`src/rtl/panel_bus_bridge.sv`:
```
module panel_bus_bridge #(
  parameter int AW = 8
) (
  input  logic          clk,
  input  logic          rst_n,
  input  logic          bus_sel,
  input  logic          bus_wr,
  input  logic [AW-1:0] bus_addr,
  input  logic [3:0]    bus_be,
  input  logic [31:0]   bus_wdata,
  output logic          bus_ready,
  output logic [31:0]   bus_rdata,
  input  logic          dispc_en,
  output logic [1:0]    pnl_cs_n,
  output logic          pnl_dc,
  output logic          pnl_wr_n,
  output logic          pnl_rd_n,
  output logic          pnl_doe,
  output logic [15:0]   pnl_dout,
  input  logic [15:0]   pnl_din,
  output logic          irq_done
);

  localparam int IW = AW - 2;
  localparam logic [IW-1:0] R_IDLE = IW'(0),  R_STAT = IW'(1),  R_CTRL = IW'(2),  R_PIX = IW'(3);
  localparam logic [IW-1:0] R_SKIP = IW'(4),  R_CMD  = IW'(5),  R_DAT  = IW'(6),  R_D32 = IW'(7);
  localparam logic [IW-1:0] R_RDD  = IW'(8),  R_RDS  = IW'(9),  R_CFG0 = IW'(10), R_CFG1 = IW'(11);
  localparam logic [IW-1:0] R_TIM  = IW'(12), R_TIM_E = IW'(16), R_DCY = IW'(16), R_DCY_E = IW'(22);
  localparam logic [IW-1:0] R_VS   = IW'(22), R_HS   = IW'(23);
  localparam logic [31:0] CFG_RST  = 32'h0031_0000;
  localparam logic [31:0] CFG_MASK = 32'h003f_1fff;
  localparam logic [31:0] TIMA_MASK = 32'h3fff_ffff;
  localparam logic [31:0] TIMB_MASK = 32'h0fff_ffff;
  localparam logic [31:0] DCY_MASK = 32'h0f1f_0f1f;

  typedef enum logic [1:0] {S_IDLE, S_SETUP, S_STROBE, S_HOLD} st_t;
  typedef enum logic [2:0] {OP_CMD, OP_DAT, OP_D32, OP_RDD, OP_RDS} op_t;

  st_t         st_q;
  op_t         op_q;
  logic        half_q;
  logic [3:0]  cnt_q;
  logic [31:0] wd_q;

  logic [4:0]  idle_q;
  logic [3:0]  ctrl_q;
  logic [31:0] pix_q;
  logic [10:0] skip_q;
  logic [31:0] cfg_q [2];
  logic [31:0] tim_q [4];
  logic [31:0] dcy_q [6];
  logic [15:0] vs_q, hs_q, rx_q;
  logic        busy_q, irq_q;
  logic [31:0] rd_val;

  wire [IW-1:0] idx     = bus_addr[AW-1:2];
  wire          acc     = bus_sel && !bus_ready && st_q == S_IDLE;
  wire          full    = (&bus_be) && bus_addr[1:0] == 2'b00;
  wire          wr_acc  = acc && bus_wr && full;
  wire          pnl_go  = wr_acc && idx >= R_CMD && idx <= R_RDS;
  wire          soft_rst = wr_acc && idx == R_IDLE && bus_wdata[1];
  wire          is_rd   = op_q == OP_RDD || op_q == OP_RDS;
  wire          fin     = st_q == S_HOLD && !(op_q == OP_D32 && !half_q);
  wire          counts  = op_q == OP_D32 || is_rd;
  wire [31:0]   pix_dec = pix_q - 32'd1;
  wire          cfg_ok  = (cfg_q[0][3:2] & cfg_q[1][3:2]) == 2'b00;
  wire          start   = wr_acc && idx == R_CTRL && bus_wdata[4] && cfg_ok && bus_wdata[0]
                          && !bus_wdata[1] && !busy_q && dispc_en;
  wire          act     = st_q != S_IDLE;

  always_comb begin
    rd_val = '0;
    if (idx >= R_TIM && idx < R_TIM_E) rd_val = tim_q[2'(idx - R_TIM)];
    else if (idx >= R_DCY && idx < R_DCY_E) rd_val = dcy_q[3'(idx - R_DCY)];
    else begin
      case (idx)
        R_IDLE:        rd_val = {27'b0, idle_q};
        R_STAT:        rd_val = {23'b0, busy_q, 8'h01};
        R_CTRL:        rd_val = {28'b0, ctrl_q};
        R_PIX:         rd_val = pix_q;
        R_SKIP:        rd_val = {21'b0, skip_q};
        R_RDD, R_RDS:  rd_val = {16'b0, rx_q};
        R_CFG0:        rd_val = cfg_q[0];
        R_CFG1:        rd_val = cfg_q[1];
        R_VS:          rd_val = {16'b0, vs_q};
        R_HS:          rd_val = {16'b0, hs_q};
        default:       rd_val = '0;
      endcase
    end
  end

  always_ff @(posedge clk) begin
    if (!rst_n) begin
      st_q      <= S_IDLE;
      op_q      <= OP_CMD;
      half_q    <= 1'b0;
      cnt_q     <= '0;
      wd_q      <= '0;
      bus_ready <= 1'b0;
      bus_rdata <= '0;
    end else begin
      bus_ready <= 1'b0;
      case (st_q)
        S_IDLE: if (acc) begin
          bus_rdata <= (!bus_wr && full) ? rd_val : '0;
          if (pnl_go) begin
            op_q   <= op_t'(3'(idx - R_CMD));
            wd_q   <= bus_wdata;
            half_q <= 1'b0;
            st_q   <= S_SETUP;
          end else begin
            bus_ready <= 1'b1;
          end
        end
        S_SETUP: begin
          cnt_q <= tim_q[0][3:0];
          st_q  <= S_STROBE;
        end
        S_STROBE: begin
          if (cnt_q == 4'd0) st_q <= S_HOLD;
          else cnt_q <= cnt_q - 4'd1;
        end
        S_HOLD: begin
          if (fin) begin
            st_q      <= S_IDLE;
            bus_ready <= 1'b1;
          end else begin
            half_q <= 1'b1;
            st_q   <= S_SETUP;
          end
        end
        default: st_q <= S_IDLE;
      endcase
    end
  end

  always_ff @(posedge clk) begin
    if (!rst_n) idle_q <= '0;
    else if (wr_acc && idx == R_IDLE) idle_q <= bus_wdata[4:0] & 5'h19;
  end

  always_ff @(posedge clk) begin
    if (!rst_n || soft_rst) begin
      ctrl_q <= 4'b0010;
      pix_q  <= '0;
      skip_q <= '0;
      cfg_q[0] <= CFG_RST;
      cfg_q[1] <= CFG_RST;
      for (int i = 0; i < 4; i++) tim_q[i] <= '0;
      for (int i = 0; i < 6; i++) dcy_q[i] <= '0;
      vs_q   <= '0;
      hs_q   <= '0;
      rx_q   <= '0;
      busy_q <= 1'b0;
      irq_q  <= 1'b0;
    end else begin
      if (wr_acc) begin
        case (idx)
          R_STAT: if (bus_wdata[0]) irq_q <= 1'b0;
          R_CTRL: ctrl_q <= bus_wdata[3:0];
          R_PIX:  pix_q  <= bus_wdata;
          R_SKIP: skip_q <= bus_wdata[10:0];
          R_CFG0: cfg_q[0] <= bus_wdata & CFG_MASK;
          R_CFG1: cfg_q[1] <= bus_wdata & CFG_MASK;
          R_VS:   vs_q <= bus_wdata[15:0];
          R_HS:   hs_q <= bus_wdata[15:0];
          default: ;
        endcase
        if (idx >= R_TIM && idx < R_TIM_E)
          tim_q[2'(idx - R_TIM)] <= bus_wdata & (idx[0] ? TIMB_MASK : TIMA_MASK);
        if (idx >= R_DCY && idx < R_DCY_E)
          dcy_q[3'(idx - R_DCY)] <= bus_wdata & DCY_MASK;
      end
      if (start) busy_q <= 1'b1;
      if (st_q == S_STROBE && cnt_q == 4'd0 && is_rd && (ctrl_q[2] || ctrl_q[3]))
        rx_q <= pnl_din;
      if (fin && counts) begin
        pix_q <= pix_dec;
        if (pix_dec == 32'd0 && busy_q) begin
          busy_q <= 1'b0;
          irq_q  <= 1'b1;
        end
      end
    end
  end

  assign irq_done = irq_q;
  assign pnl_cs_n = !act  ? 2'b11 :
                    is_rd ? (ctrl_q[2] ? 2'b10 : ctrl_q[3] ? 2'b01 : 2'b11) :
                    ~ctrl_q[3:2];
  assign pnl_dc   = !(op_q == OP_CMD || op_q == OP_RDS);
  assign pnl_wr_n = !(st_q == S_STROBE && !is_rd);
  assign pnl_rd_n = !(st_q == S_STROBE && is_rd);
  assign pnl_doe  = act && !is_rd;
  assign pnl_dout = half_q ? wd_q[31:16] : wd_q[15:0];

endmodule

```
`config.mk`:
```
export PLATFORM = sky130hd
export DESIGN_NAME = panel_bus_bridge
export DESIGN_NICKNAME = d
export VERILOG_FILES = /design/src/rtl/panel_bus_bridge.sv
export SDC_FILE = /design/constraint.sdc
export NUM_CORES = 1
export LEC_CHECK = 0
export BUFFER_PORTS_ARGS = -buffer_cell sky130_fd_sc_hd__buf_2
export CAP_MARGIN = 5
export CORE_UTILIZATION = 45
export CTS_CLUSTER_DIAMETER = 120
export CTS_CLUSTER_SIZE = 25
export DETAILED_ROUTE_END_ITERATION = 16
export SYNTH_ARGS = -nofsm -noshare
export SYNTH_HDL_FRONTEND = slang
export SYNTH_SLANG_ARGS = --single-unit
```
`constraint.sdc`:
```
create_clock -name clk -period 6.05 [get_ports clk]
set_clock_uncertainty 0.1 [all_clocks]
set_input_delay 0.605 -clock clk [delete_from_list [all_inputs] [get_ports clk]]
set_output_delay 0.605 -clock clk [all_outputs]
set_load 0.01 [all_outputs]
```
==> metrics.md <==
| Metric | Value |
|---|---|
| First-pass GRT wire length | 94.68 mm |
| Site Rows | 78 |
| Total GRT Usage | 26.89% |
| Max-Cap Viols | 0 |
| Setup Buffers After CTS | 0 |
| Relative slew slack | 25.44% |
| Final setup viols | 0 |
| Post-synth top area share | 38.66% |
| CTS tree | done |
| Starting DRC count in detailed routing | 1971 |
| Required @ worst endpoint | 6.13 ns |
| TNS Setup | 0 ns |
| Setup slack after layout | 2.060 ns |
| Min cycle time layout | 3.990 ns |
| Area Overhead vs Synth | 8.078% |
| Pin count of the biggest net entering global routing | 92 |
| Initial Util | 45.53% |
| Final WL | 63.54 mm |
| Top-count cell post-synth | edfxtp_1 |
| VDD IR-drop max | 0.2140 mV |
| Clock power share | 30.4% |
| Cts bufs inserted | 21 |
| Fmax | 250.6 MHz |
| Most used DFF post-synth | edfxtp_1 |
| DIE WIDTH | 216.3 µm |
| Crit start category | flip-flop |
| Initial antenna violation count | 4 |
| Post-synth top cells | edfxtp_1, nand2_1, and2_1 |
| Power Dens Cells | 241.1 mW/mm² |
| Status | finished clean |
| Clk root buf | clkbuf_16 |
| Synth area leaders | edfxtp_1, dfxtp_1, and2_1 |
| Final Cycle Share | 65.95% |
| Min-Delay Path Class | in -> reg |
| GRT overflow | 0 |
| Fillers | 4139 |
| Synthesized area | 0.02066 mm² |
| Actual slew at the worst max-slew pin | 1.118 ns |
| Power Internal | 4.049 mW |
| DRT Pass-1 Iters | 6 |
| Clk_lat worst skew | 0.56 ns |
| # port buffers | 120 |
| Detail Route Antenna Nets | 0 |
| Clock sinks | 441 |
| DRC | 0 |
| Hold buffers post-CTS | 0 |
| Cell taking the most area after synthesis | edfxtp_1 |
| Ys async rst share | 0% |
| Final Hold Fails | 0 |
| RSZ-0062 raised after global routing | false |
| CTS resizes | 0 |
| GPL Wtd Cong | 0.9178 |
| Switching Share | 24.78% |
| Routed WL per cell | 25.08 µm |
| Place WS | 1.788 ns |
| Pleak | 8.231 nW |
| Vias per cell | 6.090 |
| Syn Inst Count | 1914 |
| Clock slew at reported path FFs | 0.10 ns |
| Placeable Area | 0.04538 mm² |
| Setup CP Type | reg -> reg |
| Layout cells sized above 1 | 13.35% |
| CP arrival | 4.07 ns |
| Total number of vias | 15430 |
| Seq pwr share | 60.9% |
| NetSw | 1.334 mW |
| Max-slew violations | 0 |
| Crit-path max FO | 20 |
| Vias in the first global route | 14570 |
| Clock tree buffer depth | 3 |
| CP endpoint kind | flip-flop |
| Yosys warns | 0 |
| Post-synthesis cell type count | 74 |
| Syn_area_per_cell | 10.80 µm² |
| Die height | 216.3 µm |
| Die ar. | 0.04678 mm² |
| CTS H-tree lvls | 1 |
| I/O pins | 121 |
| Sequential share of the synthesized area | 55.61% |
| Post-DP HPWL | 41.95 mm |
| Nets | 1996 |
| Post-synth EDFFs | 266 |
| #FFs+latches synth | 441 |
| Comb pwr share | 8.7% |
## worst max-delay path, stage by stage, from the launching register on
cell and delay [ns]:
dfxtp_1 0.44, inv_1 0.09, ha_1 0.29, and3b_1 0.34, nand4_1 0.14, buf_4 0.26, o31ai_4 0.12, nor3_2 0.13
buf_4 0.28, and3_1 0.59, nand2b_1 0.79
## layout by cell type, fill, tap and decap left out, types with 13 or more instances in the layout
master and instances:
dfxtp_1 175, a21oi_1 86, nor2_1 68, o21ai_0 65, buf_4 36, nor4_1 21
a22oi_1 64, buf_2 119, mux2i_1 73, clkbuf_16 21, a21boi_0 50, a31oi_1 25
nor3_1 20, and3_1 63, nand2b_1 18, nor2b_1 22, inv_1 22, mux2_2 16
a222oi_1 15, nand3_1 34, nand2_1 237, clkbuf_1 13, and2_1 193, edfxtp_1 266
mux4_2 30
## routing by layer
metal / track usage [%] / share of wire [%] / routed length, µm
met1: 39.02 / 44 / 27800
met3: 3.004 / 7.1 / 4521
met2: 42.55 / 46 / 29380
met4: 7.488 / 2.9 / 1821
met5: 0 / 0.020 / 13
## power groups by stage
stage	Sequential (mW)	Combinational, mW	Clock (mW)
2_1_floorplan	3.34	0.266	0
3_3_place_gp	3.34	0.460	0
3_5_place_dp	3.35	0.468	0
4_1_cts	3.28	0.469	1.66
5_1_grt	3.29	0.498	1.75
6_report	3.28	0.467	1.64
## stage by stage
| stage | utilization (%) | area [µm²] | cells | hold slack, ns | power, mW |
|---|---|---|---|---|---|
| 2_1_floorplan | - | 20670 | 1915 | 0.3265 | 3.603 |
| 3_3_place_gp | 47.90 | 21740 | 2496 | 0.3423 | 3.805 |
| 3_5_place_dp | 47.90 | 21740 | 2496 | 0.3459 | 3.815 |
| 4_1_cts | 49.21 | 22330 | 2532 | 0.1587 | 5.407 |
| 5_1_grt | 49.21 | 22330 | 2533 | 0.1735 | 5.538 |
| 6_report | 49.21 | 22330 | 2533 | 0.1707 | 5.384 |
## kinds of logic (layout without fill, tap and decap cells)
kind of cell | Yosys count | count (layout) | synth area share [%]
AND/OR/NAND/NOR | 743 | 743 | 19.01
adder cells (fa/ha/maj) | 12 | 12 | 0.7266
flip-flops | 441 | 441 | 55.61
AO/OA/AOI/OAI | 390 | 390 | 12.82
buffers and inverters | 201 | 218 | 3.839
XOR/XNOR | 7 | 7 | 0.2967
other | 1 | 3 | 0.01815
multiplexers | 119 | 119 | 7.678
## registers in the layout, summed over array words and instances (netlist names)
register and cells:
bus_ready 1, op_q 3, irq_done 1, cfg_q 38, rx_q 16, busy_q 1
vs_q 16, hs_q 16, cnt_q 4, ctrl_q 4, wd_q 32, tim_q 120
st_q 2, half_q 1, idle_q 3, bus_rdata 32, skip_q 11, dcy_q 108
pix_q 32
## cell type report
cell class / instances / area, µm² / share of cell area [%]
inverters: 24 / 90.09 / 0.4034
repair buffers: 158 / 917.1 / 4.107
multi-input cells: 1273 / 8487 / 38.00
clock inverters: 2 / 20.02 / 0.08964
clock buffers: 34 / 574.3 / 2.572
diodes: 1 / 2.502 / 0.01121
well taps: 600 / 750.7 / 3.362
flip-flops and latches: 441 / 11490 / 51.45
## path summary, 6_finish.rpt
check,startpoint,end,slack [ns],cells past startpoint
max reg2reg,st_q[0],dcy_q[4][17],2.06,10
min reg2reg,skip_q[7],skip_q[7],0.36,2
min,pnl_din[2],rx_q[2],0.17,3
max,st_q[0],dcy_q[4][17],2.06,10
Power figures use the tool's default switching activity.
